[src/rtl/fib_pkg.sv]
package fib_pkg;

    typedef enum logic [2:0] {
        ST_LO_TO_MDR  = 3'd0,
        ST_MDR_TO_ACC = 3'd1,
        ST_HI_TO_MDR  = 3'd2,
        ST_SUM        = 3'd3,
        ST_MDR_TO_LO  = 3'd4,
        ST_ACC_TO_HI  = 3'd5,
        ST_IDLE       = 3'd6
    } seq_state_e;

    typedef struct packed {
        logic ram_oe;
        logic mdr_oe;
        logic alu_oe;
        logic acc_oe;
        logic mdr_ld;
        logic acc_ld;
        logic ram_we;
        logic ovf_ld;
        logic sel_hi;
    } step_ctrl_t;

    function automatic step_ctrl_t decode_step(input seq_state_e st);
        step_ctrl_t c;
        c = '0;
        case (st)
            ST_LO_TO_MDR: begin
                c.ram_oe = 1'b1;
                c.mdr_ld = 1'b1;
            end
            ST_MDR_TO_ACC: begin
                c.mdr_oe = 1'b1;
                c.acc_ld = 1'b1;
            end
            ST_HI_TO_MDR: begin
                c.ram_oe = 1'b1;
                c.mdr_ld = 1'b1;
                c.sel_hi = 1'b1;
            end
            ST_SUM: begin
                c.alu_oe = 1'b1;
                c.acc_ld = 1'b1;
                c.ovf_ld = 1'b1;
            end
            ST_MDR_TO_LO: begin
                c.mdr_oe = 1'b1;
                c.ram_we = 1'b1;
            end
            ST_ACC_TO_HI: begin
                c.acc_oe = 1'b1;
                c.ram_we = 1'b1;
                c.sel_hi = 1'b1;
            end
            default: c = '0;
        endcase
        return c;
    endfunction

endpackage

[src/rtl/fib_step_ctrl.sv]
module fib_step_ctrl #(
    parameter int SYNC_STAGES = 2
) (
    input  logic clk,
    input  logic rst,
    input  logic run_mode,
    input  logic step_btn,
    output logic adv
);
    logic [SYNC_STAGES-1:0] sync_q;
    logic                   prev_q;
    logic                   press;

    generate
        if (SYNC_STAGES == 1) begin : g_one
            always_ff @(posedge clk) begin
                if (rst) sync_q <= '0;
                else     sync_q <= step_btn;
            end
        end else begin : g_many
            always_ff @(posedge clk) begin
                if (rst) sync_q <= '0;
                else     sync_q <= {sync_q[SYNC_STAGES-2:0], step_btn};
            end
        end
    endgenerate

    always_ff @(posedge clk) begin
        if (rst) prev_q <= 1'b0;
        else     prev_q <= sync_q[SYNC_STAGES-1];
    end

    assign press = sync_q[SYNC_STAGES-1] & ~prev_q;
    assign adv   = run_mode | press;
endmodule

[src/rtl/fib_sequencer.sv]
module fib_sequencer
    import fib_pkg::*;
(
    input  logic       clk,
    input  logic       rst,
    input  logic       adv,
    input  logic       carry,
    output seq_state_e state,
    output step_ctrl_t ctrl
);
    seq_state_e nxt;

    always_comb begin
        case (state)
            ST_LO_TO_MDR:  nxt = ST_MDR_TO_ACC;
            ST_MDR_TO_ACC: nxt = ST_HI_TO_MDR;
            ST_HI_TO_MDR:  nxt = ST_SUM;
            ST_SUM:        nxt = carry ? ST_IDLE : ST_MDR_TO_LO;
            ST_MDR_TO_LO:  nxt = ST_ACC_TO_HI;
            ST_ACC_TO_HI:  nxt = ST_LO_TO_MDR;
            default:       nxt = ST_IDLE;
        endcase
    end

    always_ff @(posedge clk) begin
        if (rst)      state <= ST_LO_TO_MDR;
        else if (adv) state <= nxt;
    end

    assign ctrl = decode_step(state);
endmodule

[src/rtl/fib_ram.sv]
module fib_ram #(
    parameter int DATA_W = 8,
    parameter int ADDR_W = 4,
    parameter int DEPTH  = 8,
    parameter int LO     = 0,
    parameter int HI     = 1
) (
    input  logic              clk,
    input  logic              rst,
    input  logic [ADDR_W-1:0] addr,
    input  logic              we,
    input  logic [DATA_W-1:0] wdata,
    output logic [DATA_W-1:0] rdata
);
    localparam int              IDX_W   = (DEPTH > 1) ? $clog2(DEPTH) : 1;
    localparam logic [ADDR_W:0] DEPTH_A = (ADDR_W+1)'(DEPTH);
    localparam logic [DATA_W-1:0] ONE   = DATA_W'(1);

    logic [DATA_W-1:0] mem [DEPTH];
    logic              backed;
    logic [IDX_W-1:0]  idx;

    assign backed = ({1'b0, addr} < DEPTH_A);
    assign idx    = addr[IDX_W-1:0];
    assign rdata  = backed ? mem[idx] : '0;

    always_ff @(posedge clk) begin
        if (rst) begin
            for (int i = 0; i < DEPTH; i++) begin
                mem[i] <= (i == HI && i != LO) ? ONE : '0;
            end
        end else if (we && backed) begin
            mem[idx] <= wdata;
        end
    end
endmodule

[src/rtl/fib_alu.sv]
module fib_alu #(
    parameter int DATA_W = 8
) (
    input  logic [DATA_W-1:0] a,
    input  logic [DATA_W-1:0] b,
    output logic [DATA_W-1:0] sum,
    output logic              carry
);
    logic [DATA_W:0] wide;
    assign wide  = {1'b0, a} + {1'b0, b};
    assign sum   = wide[DATA_W-1:0];
    assign carry = wide[DATA_W];
endmodule

[src/rtl/fib_seq_core.sv]
module fib_seq_core
    import fib_pkg::*;
#(
    parameter int DATA_W      = 8,
    parameter int ADDR_W      = 4,
    parameter int MEM_DEPTH   = 8,
    parameter int SLOT_LO     = 0,
    parameter int SLOT_HI     = 1,
    parameter int SYNC_STAGES = 2
) (
    input  logic              clk,
    input  logic              rst,
    input  logic              run_mode,
    input  logic              step_btn,
    output logic [DATA_W-1:0] result,
    output logic              ovf
);
    localparam logic [ADDR_W-1:0] ADDR_LO = ADDR_W'(SLOT_LO);
    localparam logic [ADDR_W-1:0] ADDR_HI = ADDR_W'(SLOT_HI);

    logic              adv;
    seq_state_e        seq_state;
    step_ctrl_t        ctrl;
    logic [DATA_W-1:0] bus;
    logic [DATA_W-1:0] ram_rd;
    logic [DATA_W-1:0] alu_sum;
    logic              alu_carry;
    logic [DATA_W-1:0] mdr_q;
    logic [DATA_W-1:0] acc_q;
    logic              ovf_q;
    logic [ADDR_W-1:0] addr;

    fib_step_ctrl #(.SYNC_STAGES(SYNC_STAGES)) u_step (
        .clk(clk), .rst(rst), .run_mode(run_mode), .step_btn(step_btn), .adv(adv)
    );

    fib_sequencer u_seq (
        .clk(clk), .rst(rst), .adv(adv), .carry(alu_carry),
        .state(seq_state), .ctrl(ctrl)
    );

    assign addr = ctrl.sel_hi ? ADDR_HI : ADDR_LO;

    fib_ram #(
        .DATA_W(DATA_W), .ADDR_W(ADDR_W), .DEPTH(MEM_DEPTH),
        .LO(SLOT_LO), .HI(SLOT_HI)
    ) u_ram (
        .clk(clk), .rst(rst), .addr(addr), .we(ctrl.ram_we & adv),
        .wdata(bus), .rdata(ram_rd)
    );

    fib_alu #(.DATA_W(DATA_W)) u_alu (
        .a(acc_q), .b(mdr_q), .sum(alu_sum), .carry(alu_carry)
    );

    assign bus = ({DATA_W{ctrl.ram_oe}} & ram_rd)
               | ({DATA_W{ctrl.mdr_oe}} & mdr_q)
               | ({DATA_W{ctrl.alu_oe}} & alu_sum)
               | ({DATA_W{ctrl.acc_oe}} & acc_q);

    always_ff @(posedge clk) begin
        if (rst) begin
            mdr_q <= '0;
            acc_q <= '0;
            ovf_q <= 1'b0;
        end else if (adv) begin
            if (ctrl.mdr_ld) mdr_q <= bus;
            if (ctrl.acc_ld) acc_q <= bus;
            if (ctrl.ovf_ld) ovf_q <= ovf_q | alu_carry;
        end
    end

    assign result = acc_q;
    assign ovf    = ovf_q;
endmodule

[config.mk]
export PLATFORM = sky130hd
export DESIGN_NAME = fib_seq_core
export DESIGN_NICKNAME = d
export VERILOG_FILES = /design/src/rtl/fib_pkg.sv /design/src/rtl/fib_step_ctrl.sv /design/src/rtl/fib_sequencer.sv /design/src/rtl/fib_ram.sv /design/src/rtl/fib_alu.sv /design/src/rtl/fib_seq_core.sv
export SDC_FILE = /design/constraint.sdc
export NUM_CORES = 1
export LEC_CHECK = 0
export BUFFER_PORTS_ARGS = -buffer_cell sky130_fd_sc_hd__buf_2
export CAP_MARGIN = 20
export CELL_PAD_IN_SITES_DETAIL_PLACEMENT = 0
export CELL_PAD_IN_SITES_GLOBAL_PLACEMENT = 1
export CORE_UTILIZATION = 44
export CTS_BUF_LIST = sky130_fd_sc_hd__clkbuf_8
export DETAILED_ROUTE_END_ITERATION = 10
export GPL_TIMING_DRIVEN = 0
export PLACE_DENSITY_LB_ADDON = 0.1
export SLEW_MARGIN = 20
export SYNTH_ARGS = -nofsm -noshare
export SYNTH_HDL_FRONTEND = slang
export SYNTH_SLANG_ARGS = --single-unit
[constraint.sdc]
create_clock -name clk -period 2 [get_ports clk]
set_clock_uncertainty 0.1 [all_clocks]
set_input_delay 0.4 -clock clk [delete_from_list [all_inputs] [get_ports clk]]
set_output_delay 0.4 -clock clk [all_outputs]
set_load 0.01 [all_outputs]
==> impl_metrics.json <==
{
  "syn_to_final_growth_pct": 29.5,
  "worstPathArrival_ns": 2.01,
  "firstDrtPassIters": 4,
  "antenna_found_initial": 0,
  "grt_pass1_wl_microns": 9290,
  "ys.flop_type": "dfxtp_1",
  "grt_max_degree": 14,
  "violations": "setup timing",
  "place_ws_ns": -0.241,
  "finalSetupViolCount": 2,
  "die_w_microns": 72.2,
  "p_per_area_mw_per_mm2": 776,
  "grt_pass1_vias": 1694,
  "die-area_sq_mm": 0.00521,
  "finalWeightedCongestion": 0.812,
  "post-route-min-period_ns": 2.06,
  "slew-limit-headroom_pct": 52.8,
  "nets": 279,
  "clock_sinks": 39,
  "worst_slack_ns": -0.0600,
  "wire_per_inst_microns": 17.5,
  "synth_edf_count": 16,
  "synth_seq_cells": 39,
  "io-pin-count": 13,
  "antenna_cells": 0,
  "synth.distinct_cells": 45,
  "status": "finished, violations left",
  "fp-row-count": 25,
  "endpoint_kind": "flop",
  "hold_violations": 0,
  "syn_inst": 232,
  "cts_buffers": 5,
  "cts_tree": "done",
  "async_reset_ff_share_pct": 0,
  "drc": 0,
  "ys.warnings.count": 0,
  "cts_root_buffer": "clkbuf_8",
  "tightest_slew_ns": 0.707,
  "h-tree-depth": 2,
  "critPathRequiredTime_ns": 1.95,
  "critPathKind": "flop to flop",
  "first_iter_violations": 126,
  "drv_cap": 0,
  "hp-class": "primary input to flop",
  "setup.worst_path.start_class": "flop",
  "rsz0062_at_grt": "true",
  "clockBufferDepth": 2,
  "gr-usage-all-layers_pct": 24.0,
  "vias_per_cell": 5.51,
  "ir_drop_v": 0.000429,
  "p_total_mw": 2.17,
  "dieHeight_microns": 72.2,
  "clock_latency_ns": 0.30,
  "numPlacedInstances": 310,
  "synthesis.nets": 245,
  "finalCritPeriodShare_pct": 103,
  "portBuffers": 11,
  "finalSetupTns_ns": -0.105,
  "synth.yosys.seq_area_share_pct": 43.4,
  "clkTransAtPathRegs_ns": 0.08,
  "syn_area_sq_mm": 0.00217,
  "report.final.slew_viol_count": 0,
  "ant_nets": 0,
  "drive_gt1_share_pct": 35.6,
  "layout.cells.non_filler": 334,
  "cellLeakagePower_nw": 1.01,
  "coreArea_sq_mm": 0.00472,
  "routed_wl_microns": 5850,
  "clock.fmax_mhz": 485,
  "hpwl_microns": 3950,
  "initial_utilization_pct": 45.9,
  "syn_avg_cell_area_sq_um": 9.34,
  "grt.overflow.total": 0,
  "vias": 1840,
  "crit_fanout": 4
}
## cell families (layout without fill, tap and decap cells)
| group | after synthesis | in the layout | share of synthesized area (%) |
|---|---|---|---|
| mux | 18 | 18 | 8.72 |
| simple gates | 85 | 85 | 18.3 |
| buf+inv | 20 | 55 | 4.79 |
| xor+xnor | 2 | 2 | 0.809 |
| flops | 39 | 39 | 43.4 |
| compound gates | 59 | 59 | 18.4 |
| fa+ha+maj | 9 | 9 | 5.55 |
## layer usage
metal | GRT usage (%) | vias to the layer above | wire (microns)
met2 | 35.5 | 29 | 2610
met1 | 36.3 | 881 | 3000
met3 | 3.61 | 8 | 166
li1 | - | 922 | -
met4 | 6.75 | 0 | 69
met5 | 0 | - | 0
## Yosys cell counts (all sizes together), types with 2 or more instances
| cell | instances | area (sq um) |
|---|---|---|
| a211oi | 18 | 140 |
| nor3b | 2 | 15.0 |
| and2 | 2 | 12.5 |
| nand2b | 3 | 18.8 |
| buf | 10 | 66.3 |
| o21ai | 5 | 25.0 |
| nor2 | 42 | 163 |
| ha | 8 | 100 |
| nand3 | 8 | 40.0 |
| nand2 | 10 | 37.5 |
| clkbuf | 3 | 11.3 |
| mux2i | 11 | 110 |
| a21oi | 19 | 95.1 |
| a31oi | 4 | 25.0 |
| nor3 | 6 | 30.0 |
| nand3b | 2 | 15.0 |
| o22a | 2 | 17.5 |
| dfxtp | 23 | 460 |
| o22ai | 2 | 12.5 |
| nor2b | 6 | 37.5 |
| inv | 6 | 22.5 |
| edfxtp | 16 | 480 |
| mux2 | 7 | 78.8 |
## flip-flops by register name, summed over array words and instances (netlist names), named ones only
name and count:
u_step.prev_q 1, u_seq.state 2, ovf 1, u_ram.mem 16
u_step.sync_q 2, mdr_q 8, result 8
## cell type report
cell class	count	area, sq um
plain buffers	13	80.1
well taps	67	83.8
repair buffers	27	175
clock inverters	3	67.6
clock buffers	5	68.8
fillers	454	1920
flip-flops and latches	39	968
multi-input cells	173	1330
inverters	7	30.0
## final timing paths
kind                     from  slack [ns]                to  cells after the start
max                  mdr_q[0]       -0.06   u_ram.mem[0][6]                      8
min                  step_btn        0.21  u_step.sync_q[0]                      2
max reg2reg          mdr_q[0]       -0.06   u_ram.mem[0][6]                      8
min reg2reg  u_step.sync_q[0]        0.35  u_step.sync_q[1]                      1
## worst max-delay path: stages (launching register included)
cell	delay, ns
dfxtp_2	0.36
ha_4	0.14
inv_2	0.03
fa_2	0.37
nor2b_4	0.16
o2111ai_4	0.13
a21o_1	0.21
a31oi_4	0.24
nor2_1	0.07
## placed cells by master, fill, tap and decap left out, drive strengths merged, types with 7 or more instances in the layout
cell    count
a211oi     18
a21oi      19
buf        36
clkbuf      9
dfxtp      23
edfxtp     16
ha          8
mux2        7
mux2i      11
nand2      10
nand3       8
nor2       42
## per-stage QoR
stage	cell area, sq um	hold WS (ns)	utilization (%)
final	2800	0.214	59.4
after CTS	2620	0.213	55.4
after global placement	2330	0.328	49.3
after global routing	2800	0.227	59.4
after detailed placement	2330	0.333	49.3
after floorplan	2190	0.314	-
## power by group
part           switching, mW  internal (mW)
clock                  0.313          0.498
combinational          0.255          0.190
sequential            0.0447          0.874
total                  0.613           1.56
## repair_timing
action,CTS,global route
buffers inserted,4,12
pin swaps,8,16
resized for setup,24,27
hold buffers,0,0
setup endpoints to repair,39,36
Power figures use the tool's default switching activity.
